## config.mk

```make
export PLATFORM = sky130hd
export DESIGN_NAME = vbi_line_inserter
export DESIGN_NICKNAME = d
export VERILOG_FILES = /design/src/rtl/vbi_pkg.sv /design/src/rtl/vbi_ctrl.sv /design/src/rtl/vbi_data.sv /design/src/rtl/vbi_line_inserter.sv
export SDC_FILE = /design/constraint.sdc
export NUM_CORES = 1
export LEC_CHECK = 0
export ABC_AREA = 1
export BUFFER_PORTS_ARGS = -buffer_cell sky130_fd_sc_hd__clkbuf_2
export CORE_ASPECT_RATIO = 2
export CORE_MARGIN = 5
export CORE_UTILIZATION = 55
export CTS_BUF_LIST = sky130_fd_sc_hd__clkbuf_16
export DETAILED_ROUTE_END_ITERATION = 8
export GPL_TIMING_DRIVEN = 0
export PLACE_DENSITY = 0.78
export SETUP_SLACK_MARGIN = 0.02
export SLEW_MARGIN = 30
export SYNTH_ARGS = -nofsm -noshare
export SYNTH_HDL_FRONTEND = slang
export SYNTH_HIERARCHICAL = 1
export SYNTH_SLANG_ARGS = --single-unit
```

## constraint.sdc

```tcl
create_clock -name clk -period 1.8 [get_ports clk]
set_input_delay 0.36 -clock clk [delete_from_list [all_inputs] [get_ports clk]]
set_output_delay 0.36 -clock clk [all_outputs]
set_load 0.02 [all_outputs]
```

## src/rtl/vbi_pkg.sv

```systemverilog
package vbi_pkg;
  localparam int BYTE_W = 8;
  localparam logic [BYTE_W-1:0] NULL_CODE = 8'h80;

  // register addresses; the field meaning of the control word is fixed
  localparam int ADDR_CTRL   = 0;
  localparam int ADDR_CAP_B0 = 1;
  localparam int ADDR_CAP_B1 = 2;
  localparam int ADDR_WSS_B0 = 3;
  localparam int ADDR_WSS_B1 = 4;

  localparam int CTRL_CAP_BIT = 0;
  localparam int CTRL_WSS_BIT = 1;

  // strobes from control to datapath, all single-cycle
  typedef struct packed {
    logic capStage;
    logic capCommit;
    logic wssStage;
    logic wssCommit;
    logic capSlot;
    logic wssSlot;
  } vbiStrobes_t;
endpackage

```

## src/rtl/vbi_ctrl.sv

```systemverilog
module vbi_ctrl
  import vbi_pkg::*;
#(
  parameter int ADDR_W    = 3,
  parameter int LINE_W    = 10,
  parameter int CAP_LINE  = 21,
  parameter int WSS_LINE  = 23,
  parameter bit CAP_FIELD = 1'b0,
  parameter bit WSS_FIELD = 1'b0
) (
  input  logic              clk,
  input  logic              rstN,
  input  logic              regWrEn,
  input  logic [ADDR_W-1:0] regAddr,
  input  logic [BYTE_W-1:0] regWrData,
  input  logic              lineStart,
  input  logic [LINE_W-1:0] lineNum,
  input  logic              fieldId,
  output vbiStrobes_t       strb,
  output logic              capEnable,
  output logic              wssEnable
);
  localparam logic [ADDR_W-1:0] A_CTRL = ADDR_W'(ADDR_CTRL);
  localparam logic [ADDR_W-1:0] A_CB0  = ADDR_W'(ADDR_CAP_B0);
  localparam logic [ADDR_W-1:0] A_CB1  = ADDR_W'(ADDR_CAP_B1);
  localparam logic [ADDR_W-1:0] A_WB0  = ADDR_W'(ADDR_WSS_B0);
  localparam logic [ADDR_W-1:0] A_WB1  = ADDR_W'(ADDR_WSS_B1);
  localparam logic [LINE_W-1:0] L_CAP  = LINE_W'(CAP_LINE);
  localparam logic [LINE_W-1:0] L_WSS  = LINE_W'(WSS_LINE);

  logic ctrlHit;
  assign ctrlHit = regWrEn && (regAddr == A_CTRL);

  always_ff @(posedge clk) begin
    if (!rstN) begin
      capEnable <= 1'b0;
      wssEnable <= 1'b0;
    end else if (ctrlHit) begin
      capEnable <= regWrData[CTRL_CAP_BIT];
      wssEnable <= regWrData[CTRL_WSS_BIT];
    end
  end

  always_comb begin
    strb.capStage  = regWrEn && (regAddr == A_CB0);
    strb.capCommit = regWrEn && (regAddr == A_CB1);
    strb.wssStage  = regWrEn && (regAddr == A_WB0);
    strb.wssCommit = regWrEn && (regAddr == A_WB1);
    strb.capSlot   = lineStart && capEnable && (lineNum == L_CAP) && (fieldId == CAP_FIELD);
    strb.wssSlot   = lineStart && wssEnable && (lineNum == L_WSS) && (fieldId == WSS_FIELD);
  end

  // enables only move on a control write
  assert_enable_hold_R2: assert property (@(posedge clk) disable iff (!rstN)
    !ctrlHit |=> ($stable(capEnable) && $stable(wssEnable)));
endmodule

```

## src/rtl/vbi_data.sv

```systemverilog
module vbi_data
  import vbi_pkg::*;
(
  input  logic              clk,
  input  logic              rstN,
  input  vbiStrobes_t       strb,
  input  logic [BYTE_W-1:0] wrData,
  output logic              outValid,
  output logic              outService,
  output logic [BYTE_W-1:0] outByte0,
  output logic [BYTE_W-1:0] outByte1
);
  localparam int PAIR_W = 2 * BYTE_W;

  logic [BYTE_W-1:0] capStageQ, wssStageQ;
  logic [PAIR_W-1:0] capPayQ, wssPayQ;
  logic              capFresh;

  // staging and commit of both services
  always_ff @(posedge clk) begin
    if (!rstN) begin
      capStageQ <= '0;
      wssStageQ <= '0;
      capPayQ   <= '0;
      wssPayQ   <= '0;
    end else begin
      if (strb.capStage)  capStageQ <= wrData;
      if (strb.wssStage)  wssStageQ <= wrData;
      if (strb.capCommit) capPayQ   <= {capStageQ, wrData};
      if (strb.wssCommit) wssPayQ   <= {wssStageQ, wrData};
    end
  end

  // a commit on the emission cycle wins, so it survives for next frame
  always_ff @(posedge clk) begin
    if (!rstN)               capFresh <= 1'b0;
    else if (strb.capCommit) capFresh <= 1'b1;
    else if (strb.capSlot)   capFresh <= 1'b0;
  end

  always_ff @(posedge clk) begin
    if (!rstN) begin
      outValid   <= 1'b0;
      outService <= 1'b0;
      outByte0   <= '0;
      outByte1   <= '0;
    end else begin
      outValid <= strb.capSlot || strb.wssSlot;
      if (strb.capSlot) begin
        outService <= 1'b0;
        {outByte0, outByte1} <= capFresh ? capPayQ : {NULL_CODE, NULL_CODE};
      end else if (strb.wssSlot) begin
        outService <= 1'b1;
        {outByte0, outByte1} <= wssPayQ;
      end
    end
  end

  assert_consumed_R4: assert property (@(posedge clk) disable iff (!rstN)
    (strb.capSlot && !strb.capCommit) |=> !capFresh);
  assert_commit_pending_R7: assert property (@(posedge clk) disable iff (!rstN)
    strb.capCommit |=> capFresh);
  assert_stage_quiet_wss_R6: assert property (@(posedge clk) disable iff (!rstN)
    (!strb.wssCommit) |=> $stable(wssPayQ));
  assert_stage_quiet_cap_R6: assert property (@(posedge clk) disable iff (!rstN)
    (!strb.capCommit) |=> $stable(capPayQ));
endmodule

```

## src/rtl/vbi_line_inserter.sv

```systemverilog
module vbi_line_inserter
  import vbi_pkg::*;
#(
  parameter int ADDR_W    = 3,
  parameter int LINE_W    = 10,
  parameter int CAP_LINE  = 21,
  parameter int WSS_LINE  = 23,
  parameter bit CAP_FIELD = 1'b0,
  parameter bit WSS_FIELD = 1'b0
) (
  input  logic              clk,
  input  logic              rstN,
  input  logic              regWrEn,
  input  logic [ADDR_W-1:0] regAddr,
  input  logic [7:0]        regWrData,
  input  logic              lineStart,
  input  logic [LINE_W-1:0] lineNum,
  input  logic              fieldId,
  output logic              outValid,
  output logic              outService,
  output logic [7:0]        outByte0,
  output logic [7:0]        outByte1
);
  vbiStrobes_t strb;
  logic        capEnable, wssEnable;

  vbi_ctrl #(
    .ADDR_W(ADDR_W), .LINE_W(LINE_W), .CAP_LINE(CAP_LINE), .WSS_LINE(WSS_LINE),
    .CAP_FIELD(CAP_FIELD), .WSS_FIELD(WSS_FIELD)
  ) u_ctrl (
    .clk(clk), .rstN(rstN), .regWrEn(regWrEn), .regAddr(regAddr),
    .regWrData(regWrData), .lineStart(lineStart), .lineNum(lineNum),
    .fieldId(fieldId), .strb(strb), .capEnable(capEnable), .wssEnable(wssEnable)
  );

  vbi_data u_data (
    .clk(clk), .rstN(rstN), .strb(strb), .wrData(regWrData),
    .outValid(outValid), .outService(outService),
    .outByte0(outByte0), .outByte1(outByte1)
  );

  assert_valid_follows_line_R3: assert property (@(posedge clk) disable iff (!rstN)
    outValid |-> $past(lineStart));
  assert_disabled_quiet_R8: assert property (@(posedge clk) disable iff (!rstN)
    (!capEnable && !wssEnable) |=> !outValid);
endmodule

```

==> run summary <==
==================================================================================
Status .............................................................. finished clean
Most common library cell in the layout ignoring fill and taps ....... sky130_fd_sc_hd__nor2_1
Share of final-layout standard cells stronger than drive strength 1 .        0.167
Int Pwr .............................................................      2.82 mW
Setup violators final ...............................................            0
Final critical-path share of the clock period .......................        0.860
Peak ir drop on the vdd network .....................................      1.04 mV
Starting density of the core ........................................        0.560
Overall die height ..................................................       110 um
Slew at the pin closest to its max-slew limit .......................     0.585 ns
Total area of multi-input combinational cells .......................   1050 sq um
Net switching component of the power ................................     0.741 mW
WL/cell .............................................................      13.7 um
Final antenna diode count ...........................................            0
Startpoint Class ....................................................         flop
Vias/cell ...........................................................         5.22
Instance area after placement .......................................   3010 sq um
Max-cap check violation count .......................................            0
First-pass GRT wire length ..........................................      10.8 mm
Hold WC Path Type ...................................................       in2reg
Final std cell area, no fill ........................................   3320 sq um
Root buffer selected by CTS ......................................... sky130_fd_sc_hd__clkbuf_16
Clock latency on the worst-skew pair ................................      0.33 ns
Net count reported at finish ........................................          446
Placer congestion estimate ..........................................        0.774
Shortest clock period the worst path allows after layout ............      1.55 ns
First-pass DRT Iterations ...........................................            4
Hold buffers post-CTS ...............................................            0
Post-detailed-route DRC marker count ................................            0
Antenna violations before repair ....................................            0
Kind of capture point of the worst setup path .......................         flop
Leakage dissipation .................................................      1.48 nW
CTS sink count ......................................................           69
PortBufs ............................................................           43
Relative slew margins ...............................................        0.609
Unrepaired setup endpoints after global routing .....................        false
Number of placement rows ............................................           36
Share of synthesized area occupied by flip-flops and latches ........        0.507
Worst path arrival time .............................................      1.82 ns
Post-cts repair resize count ........................................            0
Critical path required time .........................................      2.07 ns
Full die area .......................................................   6540 sq um
Critical path fanouts, max ..........................................           10
Number of warning messages in the yosys log .........................            6
Worst-case setup slack after placement ..............................   0.00965 ns
Max Clock Skew ......................................................   0.00551 ns
Reg-to-reg slack, setup .............................................      0.25 ns
Maximum clock frequency .............................................      646 MHz
Fin. Hold Viols .....................................................            0
Most frequent cells in the layout ................................... sky130_fd_sc_hd__nor2_1 (90), sky130_fd_sc_hd__dfxtp_1 (69), sky130_fd_sc_hd__o21ai_0 (62)
H-tree depth reported by CTS ........................................            3
Count of nets left with antenna violations after detail routing .....            0
Sw Share ............................................................        0.208
Post-synthesis instance total .......................................          366
Fillers .............................................................          427
Area Growth Syn to Fin ..............................................        21.8%
Logic pwr share .....................................................        0.047
Power per cell area ................................................. 1070 nW/um^2
Total wirelength of the detailed-routed design ......................      6.60 mm
Flip-flop and latch area ............................................   1380 sq um
Number of global-route vias before repair ...........................        2,445
Area of the core region .............................................   4860 sq um
DPL Wire Length .....................................................      4.84 mm
Number of post-CTS setup repair buffers .............................            0
Setup TNS after final layout ........................................         0 ns
Register bit count reported by yosys ................................           69
Clock network power share ...........................................        0.508
Routed vias .........................................................        2,514
Sum of internal, switching and leakage power ........................      3.56 mW
Startpoint-to-endpoint class of the critical path ...................      reg2reg
First-iteration detailed-routing DRC count ..........................          142
Synthesized netlist net count .......................................          392
Cells after DPL .....................................................          466
Slew Viols, Final ...................................................            0
Sequential share of power ...........................................        0.445
Final worst setup slack .............................................     0.251 ns
Synth Area per Inst .................................................   7.44 sq um
TritonCTS Buffers ...................................................            9
Worst-case hold slack ...............................................     0.262 ns
Total track usage ...................................................        0.221
Number of library cell types mapped by synthesis ....................           20
Boundary Pins .......................................................           44
Pin count of the biggest net entering global routing ................           12
Number of standard cells in the layout, taps in and fillers out .....          482
Clock-pin slew on the worst setup and hold paths ....................      0.05 ns
Buffers from clock root to sink, at most ............................            2
Residual overflow from global routing ...............................            0
Combined area of all synthesized cells ..............................   2720 sq um
Final core utilization ..............................................        0.682
Horiz. Die Dim ......................................................      59.8 um
CTS tree ............................................................        built
==================================================================================
## synthesized netlist by cell type
master                      n  share of area
sky130_fd_sc_hd__buf_2      1         0.0018
sky130_fd_sc_hd__inv_1     45          0.062
sky130_fd_sc_hd__nor2_2     3         0.0069
sky130_fd_sc_hd__nand2_4    1         0.0041
sky130_fd_sc_hd__dfxtp_1   69           0.51
sky130_fd_sc_hd__clkbuf_1  11          0.015
sky130_fd_sc_hd__nor4_1     1         0.0023
sky130_fd_sc_hd__nand2_1   16          0.022
sky130_fd_sc_hd__nor2_1    90           0.12
sky130_fd_sc_hd__clkbuf_2   1         0.0018
sky130_fd_sc_hd__nor3_1     1         0.0018
sky130_fd_sc_hd__nor2_4     2         0.0083
sky130_fd_sc_hd__buf_1      1         0.0014
sky130_fd_sc_hd__clkbuf_8   1         0.0051
sky130_fd_sc_hd__buf_6      4          0.017
sky130_fd_sc_hd__nand3_1    7          0.013
sky130_fd_sc_hd__nand3b_1   1         0.0028
sky130_fd_sc_hd__a21oi_1   48          0.088
sky130_fd_sc_hd__o21ai_0   62           0.11
sky130_fd_sc_hd__inv_2      1         0.0014
## power groups by stage
stage / clock (mW) / sequential (mW) / combinational [mW]
after floorplan: 0 / 1.61 / 0.0963
after global placement: 0 / 1.61 / 0.163
after detailed placement: 0 / 1.61 / 0.168
after CTS: 1.83 / 1.58 / 0.169
after global routing: 1.89 / 1.58 / 0.194
final: 1.81 / 1.58 / 0.169
## critical path, stage by stage (launching register included)
cell,delay [ns]
sky130_fd_sc_hd__dfxtp_1,0.35
sky130_fd_sc_hd__nand2_1,0.06
sky130_fd_sc_hd__nand3b_1,0.15
sky130_fd_sc_hd__nor2_1,0.13
sky130_fd_sc_hd__buf_6,0.15
sky130_fd_sc_hd__nor2_4,0.05
sky130_fd_sc_hd__inv_1,0.13
sky130_fd_sc_hd__clkbuf_2,0.23
sky130_fd_sc_hd__o21ai_0,0.11
sky130_fd_sc_hd__nor2_1,0.11
## area by class of cell
| type | count | area share |
|---|---|---|
| Tap cell | 57 | 0.0215 |
| Buffer | 19 | 0.0343 |
| Sequential cell | 69 | 0.416 |
| Inverter | 46 | 0.0521 |
| Multi-Input combinational cell | 232 | 0.318 |
| Clock buffer | 9 | 0.0679 |
| Clock inverter | 7 | 0.0249 |
| Timing Repair Buffer | 43 | 0.0649 |
## sequential cells by signal, indices dropped and copies added, names as in the netlist, 8 cells and up
register / count
u_data/wssStageQ: 8
u_data/outByte0: 8
u_data/capStageQ: 8
u_data/outByte1: 8
u_data/wssPayQ: 16
u_data/capPayQ: 16
## worst paths after layout
path | cells after the start | endpoint | startpoint
setup / recovery | 9 | u_data/outByte0[6] | u_ctrl/wssEnable
hold / removal | 3 | u_ctrl/wssEnable | rstN
setup reg to reg | 9 | u_data/outByte0[6] | u_ctrl/wssEnable
hold reg to reg | 2 | u_data/capPayQ[5] | u_data/capPayQ[5]
## routing by layer
layer	vias up	wire [um]	global-route usage
met5	-	0	0
met4	0	230	0.122
met3	17	363	0.0435
met2	82	3530	0.398
met1	1139	2480	0.227
li1	1276	-	-
## cell families after synthesis
kind of cell | Yosys count | synth area share
simple gates | 122 | 0.185
compound gates | 110 | 0.202
flops | 69 | 0.507
buf+inv | 65 | 0.105
Power figures use the tool's default switching activity.
